[config.mk]
export PLATFORM = sky130hd
export DESIGN_NAME = plat_sysctl
export DESIGN_NICKNAME = d
export VERILOG_FILES = /design/src/rtl/plat_sysctl_pkg.sv /design/src/rtl/plat_sysctl_dec.sv /design/src/rtl/plat_sysctl_ctl.sv /design/src/rtl/plat_sysctl_scr.sv /design/src/rtl/plat_sysctl.sv
export SDC_FILE = /design/constraint.sdc
export NUM_CORES = 1
export LEC_CHECK = 0
export ABC_AREA = 1
export BUFFER_PORTS_ARGS = -buffer_cell sky130_fd_sc_hd__buf_2
export CAP_MARGIN = 20
export CORE_UTILIZATION = 54
export CTS_CLUSTER_DIAMETER = 40
export CTS_CLUSTER_SIZE = 20
export DETAILED_ROUTE_END_ITERATION = 10
export MAX_ROUTING_LAYER = met4
export PLACE_DENSITY = 0.9
export RECOVER_POWER = 100
export SYNTH_ARGS = -nofsm -noshare
export SYNTH_HDL_FRONTEND = slang
export SYNTH_SLANG_ARGS = --single-unit
[constraint.sdc]
create_clock -name clk -period 1.21 [get_ports clk]
set_input_delay 0 -clock clk [delete_from_list [all_inputs] [get_ports clk]]
set_output_delay 0 -clock clk [all_outputs]
set_load 0.01 [all_outputs]
[src/rtl/plat_sysctl_pkg.sv]
package plat_sysctl_pkg;

  localparam logic [15:0] PORT_RST  = 16'h0092;
  localparam logic [15:0] PORT_ID0  = 16'h0800;
  localparam logic [15:0] PORT_ID1  = 16'h0802;
  localparam logic [15:0] PORT_ID2  = 16'h0803;
  localparam logic [15:0] PORT_LED  = 16'h0808;
  localparam logic [15:0] PORT_EQP  = 16'h080C;
  localparam logic [15:0] PORT_LKA  = 16'h0810;
  localparam logic [15:0] PORT_LKB  = 16'h0812;
  localparam logic [15:0] PORT_KEY  = 16'h0818;
  localparam logic [15:0] PORT_CFG  = 16'h081C;
  localparam logic [15:0] PORT_CCH  = 16'h0823;
  localparam logic [15:0] PORT_MAP  = 16'h0850;
  localparam logic [15:0] PORT_SCR  = 16'h0398;

  localparam logic [7:0] VAL_ID0  = 8'hEF;
  localparam logic [7:0] VAL_ID1  = 8'hAD;
  localparam logic [7:0] VAL_ID2  = 8'hE0;
  localparam logic [7:0] VAL_EQP  = 8'h3C;
  localparam logic [7:0] VAL_EXT  = 8'h39;
  localparam logic [7:0] VAL_KEY  = 8'h00;
  localparam logic [7:0] VAL_CCH  = 8'h03;
  localparam logic [7:0] VAL_NONE = 8'hFF;

  typedef struct packed {
    logic rst;
    logic id0;
    logic id1;
    logic id2;
    logic led;
    logic eqp;
    logic lka;
    logic lkb;
    logic key;
    logic cfg;
    logic cch;
    logic map;
    logic scr;
  } port_sel_t;

endpackage

[src/rtl/plat_sysctl_dec.sv]
module plat_sysctl_dec
  import plat_sysctl_pkg::*;
#(
  parameter int AW    = 16,
  parameter int SCR_N = 2,
  parameter int SCR_IW = 1
) (
  input  logic [AW-1:0]     addr,
  output port_sel_t         sel,
  output logic [SCR_IW-1:0] scr_idx
);

  localparam logic [AW-1:0] SCR_LO = AW'(PORT_SCR);
  localparam logic [AW-1:0] SCR_HI = AW'(PORT_SCR) + AW'(SCR_N);

  logic [AW-1:0] scr_off;

  always_comb begin
    scr_off     = addr - SCR_LO;
    scr_idx     = scr_off[SCR_IW-1:0];
    sel.rst     = (addr == AW'(PORT_RST));
    sel.id0     = (addr == AW'(PORT_ID0));
    sel.id1     = (addr == AW'(PORT_ID1));
    sel.id2     = (addr == AW'(PORT_ID2));
    sel.led     = (addr == AW'(PORT_LED));
    sel.eqp     = (addr == AW'(PORT_EQP));
    sel.lka     = (addr == AW'(PORT_LKA));
    sel.lkb     = (addr == AW'(PORT_LKB));
    sel.key     = (addr == AW'(PORT_KEY));
    sel.cfg     = (addr == AW'(PORT_CFG));
    sel.cch     = (addr == AW'(PORT_CCH));
    sel.map     = (addr == AW'(PORT_MAP));
    sel.scr     = (addr >= SCR_LO) && (addr < SCR_HI);
  end

endmodule

[src/rtl/plat_sysctl_ctl.sv]
module plat_sysctl_ctl #(
  parameter int CFG_W = 4
) (
  input  logic             clk,
  input  logic             rst_n,
  input  logic [CFG_W-1:0] wd,
  input  logic             we_rst,
  input  logic             we_led,
  input  logic             we_cfg,
  input  logic             we_map,
  input  logic             we_lka,
  input  logic             we_lkb,
  output logic             reset_req,
  output logic             le_mode,
  output logic             disk_led,
  output logic [CFG_W-1:0] sys_cfg,
  output logic             map_sparse,
  output logic             lock_pulse_a,
  output logic             lock_pulse_b
);

  logic             rst_d, le_d, led_d, map_d, lka_d, lkb_d;
  logic [CFG_W-1:0] cfg_d;

  // next state
  always_comb begin
    rst_d = reset_req;
    le_d  = le_mode;
    led_d = disk_led;
    cfg_d = sys_cfg;
    map_d = map_sparse;
    lka_d = we_lka;
    lkb_d = we_lkb;
    if (we_rst) begin
      rst_d = wd[0];
      le_d  = wd[1];
    end
    if (we_led) led_d = wd[0];
    if (we_cfg) cfg_d = wd;
    if (we_map) map_d = wd[0];
  end

  // registers
  always_ff @(posedge clk or negedge rst_n) begin
    if (!rst_n) begin
      reset_req    <= 1'b0;
      le_mode      <= 1'b0;
      disk_led     <= 1'b0;
      sys_cfg      <= '0;
      map_sparse   <= 1'b0;
      lock_pulse_a <= 1'b0;
      lock_pulse_b <= 1'b0;
    end else begin
      reset_req    <= rst_d;
      le_mode      <= le_d;
      disk_led     <= led_d;
      sys_cfg      <= cfg_d;
      map_sparse   <= map_d;
      lock_pulse_a <= lka_d;
      lock_pulse_b <= lkb_d;
    end
  end

  AST_LKA_FROM_WRITE: assert property (@(posedge clk) disable iff (!rst_n)
    lock_pulse_a |-> $past(we_lka));
  AST_LKB_FROM_WRITE: assert property (@(posedge clk) disable iff (!rst_n)
    lock_pulse_b |-> $past(we_lkb));
  AST_LK_EXCLUSIVE: assert property (@(posedge clk) disable iff (!rst_n)
    !(lock_pulse_a && lock_pulse_b));
  AST_CFG_HOLD: assert property (@(posedge clk) disable iff (!rst_n)
    !we_cfg |=> $stable(sys_cfg));
  AST_MAP_HOLD: assert property (@(posedge clk) disable iff (!rst_n)
    !we_map |=> $stable(map_sparse));

endmodule

[src/rtl/plat_sysctl_scr.sv]
module plat_sysctl_scr #(
  parameter int DW     = 8,
  parameter int SCR_N  = 2,
  parameter int SCR_IW = 1
) (
  input  logic              clk,
  input  logic              rst_n,
  input  logic              we,
  input  logic [SCR_IW-1:0] idx,
  input  logic [DW-1:0]     wd,
  output logic [DW-1:0]     rd
);

  logic [DW-1:0] mem_q [SCR_N];
  logic [DW-1:0] mem_d [SCR_N];

  for (genvar i = 0; i < SCR_N; i++) begin : g_ent
    logic hit;
    always_comb begin
      hit      = we && (idx == SCR_IW'(i));
      mem_d[i] = hit ? wd : mem_q[i];
    end
    always_ff @(posedge clk or negedge rst_n) begin
      if (!rst_n) mem_q[i] <= '0;
      else        mem_q[i] <= mem_d[i];
    end
    AST_SCR_HOLD: assert property (@(posedge clk) disable iff (!rst_n)
      !(we && (idx == SCR_IW'(i))) |=> $stable(mem_q[i]));
  end

  always_comb begin
    rd = '0;
    for (int k = 0; k < SCR_N; k++)
      if (idx == SCR_IW'(k)) rd = mem_q[k];
  end

endmodule

[src/rtl/plat_sysctl.sv]
module plat_sysctl
  import plat_sysctl_pkg::*;
#(
  parameter int AW    = 16,
  parameter int DW    = 8,
  parameter int CFG_W = 4,
  parameter int SCR_N = 2
) (
  input  logic             clk,
  input  logic             rst_n,
  input  logic [AW-1:0]    addr,
  input  logic             wr_en,
  input  logic             rd_en,
  input  logic [DW-1:0]    wdata,
  output logic [DW-1:0]    rdata,
  output logic             reset_req,
  output logic             le_mode,
  output logic             disk_led,
  output logic [CFG_W-1:0] sys_cfg,
  output logic             map_sparse,
  output logic             lock_pulse_a,
  output logic             lock_pulse_b
);

  localparam int SCR_IW = (SCR_N > 1) ? $clog2(SCR_N) : 1;

  port_sel_t         sel;
  logic [SCR_IW-1:0] scr_idx;
  logic [DW-1:0]     scr_rd;
  logic [DW-1:0]     rd_next;

  plat_sysctl_dec #(.AW(AW), .SCR_N(SCR_N), .SCR_IW(SCR_IW)) u_dec (
    .addr    (addr),
    .sel     (sel),
    .scr_idx (scr_idx)
  );

  plat_sysctl_ctl #(.CFG_W(CFG_W)) u_ctl (
    .clk          (clk),
    .rst_n        (rst_n),
    .wd           (wdata[CFG_W-1:0]),
    .we_rst       (wr_en && sel.rst),
    .we_led       (wr_en && sel.led),
    .we_cfg       (wr_en && sel.cfg),
    .we_map       (wr_en && sel.map),
    .we_lka       (wr_en && sel.lka),
    .we_lkb       (wr_en && sel.lkb),
    .reset_req    (reset_req),
    .le_mode      (le_mode),
    .disk_led     (disk_led),
    .sys_cfg      (sys_cfg),
    .map_sparse   (map_sparse),
    .lock_pulse_a (lock_pulse_a),
    .lock_pulse_b (lock_pulse_b)
  );

  plat_sysctl_scr #(.DW(DW), .SCR_N(SCR_N), .SCR_IW(SCR_IW)) u_scr (
    .clk   (clk),
    .rst_n (rst_n),
    .we    (wr_en && sel.scr),
    .idx   (scr_idx),
    .wd    (wdata),
    .rd    (scr_rd)
  );

  // read mux (next state of rdata)
  always_comb begin
    rd_next = DW'(VAL_NONE);
    if      (sel.rst) rd_next = '0;
    else if (sel.id0) rd_next = DW'(VAL_ID0);
    else if (sel.id1) rd_next = DW'(VAL_ID1);
    else if (sel.id2) rd_next = DW'(VAL_ID2);
    else if (sel.eqp) rd_next = DW'(VAL_EQP);
    else if (sel.lka) rd_next = DW'(VAL_EXT);
    else if (sel.key) rd_next = DW'(VAL_KEY);
    else if (sel.cch) rd_next = DW'(VAL_CCH);
    else if (sel.cfg) rd_next = DW'(sys_cfg);
    else if (sel.map) rd_next = DW'(map_sparse);
    else if (sel.scr) rd_next = scr_rd;
    else if (sel.led || sel.lkb) rd_next = DW'(VAL_NONE);
  end

  always_ff @(posedge clk or negedge rst_n) begin
    if (!rst_n)     rdata <= '0;
    else if (rd_en) rdata <= rd_next;
  end

  AST_RDATA_HOLD: assert property (@(posedge clk) disable iff (!rst_n)
    !rd_en |=> $stable(rdata));
  AST_ID0_CONST: assert property (@(posedge clk) disable iff (!rst_n)
    (rd_en && addr == AW'(PORT_ID0)) |=> (rdata == DW'(VAL_ID0)));
  AST_RST_READ_ZERO: assert property (@(posedge clk) disable iff (!rst_n)
    (rd_en && addr == AW'(PORT_RST)) |=> (rdata == '0));

endmodule

==> summary.md <==
| Metric | Value |
|---|---|
| First-pass DRT Iterations | 4 |
| Post-synthesis register bit count | 34 |
| # nets final | 353 |
| Hold Startpoint | wdata[2] |
| Worst Hold Class | input port to flip-flop |
| Initial Utilization | 56.70% |
| Clk_lat worst skew | 290 ps |
| Met3 WL | 268 µm |
| Hold Path End | u_ctl.sys_cfg[2] |
| RSZ-0062 raised after global routing | false |
| M1 WL | 2056 µm |
| # IOs | 46 |
| Root Buffer | clkbuf_8 |
| Post-route minimum period | 1098 ps |
| Die area | 4096 µm² |
| Final Setup Violations | 0 |
| Setup crit end kind | flip-flop |
| Worst reg-to-reg setup slack | 200 ps |
| Worst Path Required | 1380 ps |
| Seq/Total Area, Yosys | 40.99% |
| WL met2 | 2158 µm |
| HPWL Detailed | 3520 µm |
| Via Count | 1,866 |
| Post-Synthesis Mean Instance Area | 8.014 µm² |
| # port buffers | 45 |
| # diodes | 0 |
| Synthesized cell area | 2076 µm² |
| Pwr Density | 927.7 nW/µm² |
| Endpoints failing hold | 2 |
| Yosys warning count | 0 |
| Rel. slew slack | 41.22% |
| CTS tree | built |
| Total GRT Usage | 26.48% |
| Violated checks | negative hold slack |
| Htree depth | 2 |
| Vias per cell | 4.989 |
| Final Skew | 2.082 ps |
| Netlist cell types | 27 |
| Wirelength, routed | 4556 µm |
| Tot Pwr | 2321 µW |
| Outcome | complete, but fails checks |
| DRC | 0 |
| Initial DRC Count | 88 |
| Post-DRT Antenna Nets | 0 |
| Vias in the first global route | 1,868 |
| Fin. max-slew vios | 0 |
| Final period utilization | 90.71% |
| Max IR drop VDD | 0.6557 mV |
| Core area | 3661 µm² |
| Global-route wire length before repair | 8004 µm |
| Number of CTS-inserted buffers | 5 |
| Post-route setup TNS | 0 ps |
| Gate Count Post-Synth | 259 |
| Clock sinks | 34 |
| Initial antenna violation count | 0 |
| Leakage | 0.001230 µW |
| Hold buffer count at CTS | 6 |
| Share of layout cells above drive strength 1 | 28.22% |
| Die Wd | 64 µm |
| Placer Congestion | 0.8385 |
| Maxcap violations | 0 |
| Reg-to-reg critical path startpoint | u_scr.mem_q[0] |
| GRT overflow | 0 |
| Max Freq | 0.9111 GHz |
| Crit path launch type | input port |
| Arrival time at the worst endpoint | 1270 ps |
| Die Y | 64 µm |
| RR Endpoint | rdata[0] |
| CP Max Fanout | 10 |
| R2R depth | 6 |
| Max clock buf depth | 2 |
| Max Used Layer | met4 |
| CTS resizes | 0 |
| FP Rows | 22 |
| Fillers | 315 |
| Post-DR wirelength/cell | 12.18 µm |
| Largest net degree at the start of global routing | 20 |
| Tightest Pin Transition | 881.7 ps |
| Layout area overhead | 20.55% |
| Crit Path Class | input port to flip-flop |
| Hold-critical path depth | 3 |
| Post-CTS Setup Bufs | 0 |
| Worst-path clk slew | 70 ps |
| Hold WS | -9.620 ps |
| Syn Nets | 287 |
metal layers:
layer  GRT usage (%)  up-vias
li1                -      950
met1           32.33      845
met2           40.69       61
met3           6.429       10
met4           13.64        0
met5               -        -
power breakdown:
group / internal, µW / total, µW / switching [µW]
logic: 108 / 277 / 169
registers: 1150 / 1160 / 9.18
clock network: 457 / 881 / 424
worst max-delay path by stage:
stage              startpoint          endpoint  slack, ps  cells past startpoint
4_1_cts        u_scr.mem_q[0]          rdata[0]        190                      6
2_1_floorplan        addr[12]          rdata[3]        190                     11
3_3_place_gp         addr[12]          rdata[3]        -40                     12
3_5_place_dp         addr[12]          rdata[3]        -70                     12
6_report             addr[12]  u_ctl.sys_cfg[3]        110                     10
5_1_grt              addr[12]  u_ctl.sys_cfg[3]         50                     10
state kept, by name, indices dropped and copies added, names as in the netlist:
name and cells:
rdata 8, u_ctl.disk_led 1, u_ctl.le_mode 1, u_ctl.lock_pulse_a 1
u_ctl.lock_pulse_b 1, u_ctl.map_sparse 1, u_ctl.reset_req 1, u_ctl.sys_cfg 4
u_scr.mem_q 16
final cells by class:
| type | count | area (µm²) | area share [%] |
|---|---|---|---|
| Multi-Input combinational cell | 187 | 989.7 | 39.55 |
| Sequential cell | 34 | 850.8 | 34.00 |
| Timing Repair Buffer | 64 | 382.9 | 15.30 |
| Inverter | 33 | 123.9 | 4.950 |
| Clock buffer | 6 | 82.58 | 3.300 |
| Tap cell | 48 | 60.06 | 2.400 |
| Clock inverter | 2 | 12.51 | 0.5000 |
cells by family (layout without fill, tap and decap cells):
family,Yosys count,after routing,synth area share [%]
flip-flops,34,34,40.99
multiplexers,1,1,0.4822
buffers and inverters,38,105,8.378
AND/OR/NAND/NOR,156,156,39.72
AO/OA/AOI/OAI,30,30,10.43
cell usage after synthesis:
cell type	instances	area (µm²)
o21ai_2	16	140.1
inv_2	9	33.78
nor2_4	4	45.04
nor4_1	1	6.260
nor2_1	17	63.81
nor3_1	4	20.02
buf_6	4	45.04
a21oi_2	1	8.760
mux2i_1	1	10.01
nand4_1	4	25.02
nand3b_1	2	15.01
nand2_2	12	75.07
nand2_1	77	289.0
nand3_4	4	70.07
o21ai_0	4	20.02
o21ai_1	6	30.03
buf_2	1	5.000
nand3_2	3	30.03
dfrtp_1	34	850.8
inv_1	24	90.09
a31oi_1	2	12.51
nand3b_2	1	11.26
nand3_1	15	75.07
nor2_8	1	20.02
nor2_2	9	56.30
a21oi_1	1	5.000
nand2_4	2	22.52
critical path, cell delays in order:
cell	delay (ps)
buf_2	100
nor2_2	110
nand2_1	110
nor2_4	170
buf_12	150
nand3_4	90
inv_1	120
nand2_1	210
nand2_1	120
o21ai_1	70
metrics by stage:
stage               setup slack (ps)  std cells  area [µm²]  util (%)
floorplan                      185.5        259        2076         -
detailed placement            -71.27        360        2434     66.47
global placement              -41.57        360        2434     66.47
CTS                            194.4        374        2589     70.71
finish                         112.5        374        2502     68.35
global route                   49.61        374        2502     68.35
cell usage in the layout (no fill, tap or decap), types with 5 or more instances in the layout:
master and n:
nand2_2 8, nor2_2 9, buf_4 11, nor2_4 5, nand2_1 81, o21ai_0 14
o21ai_1 6, inv_1 25, dlygate4sd3_1 6, o21ai_2 6, dfrtp_1 34, nor2_1 17
inv_2 8, nand3_1 16, buf_2 25, clkbuf_8 6, clkbuf_1 20
Power figures use the tool's default switching activity.
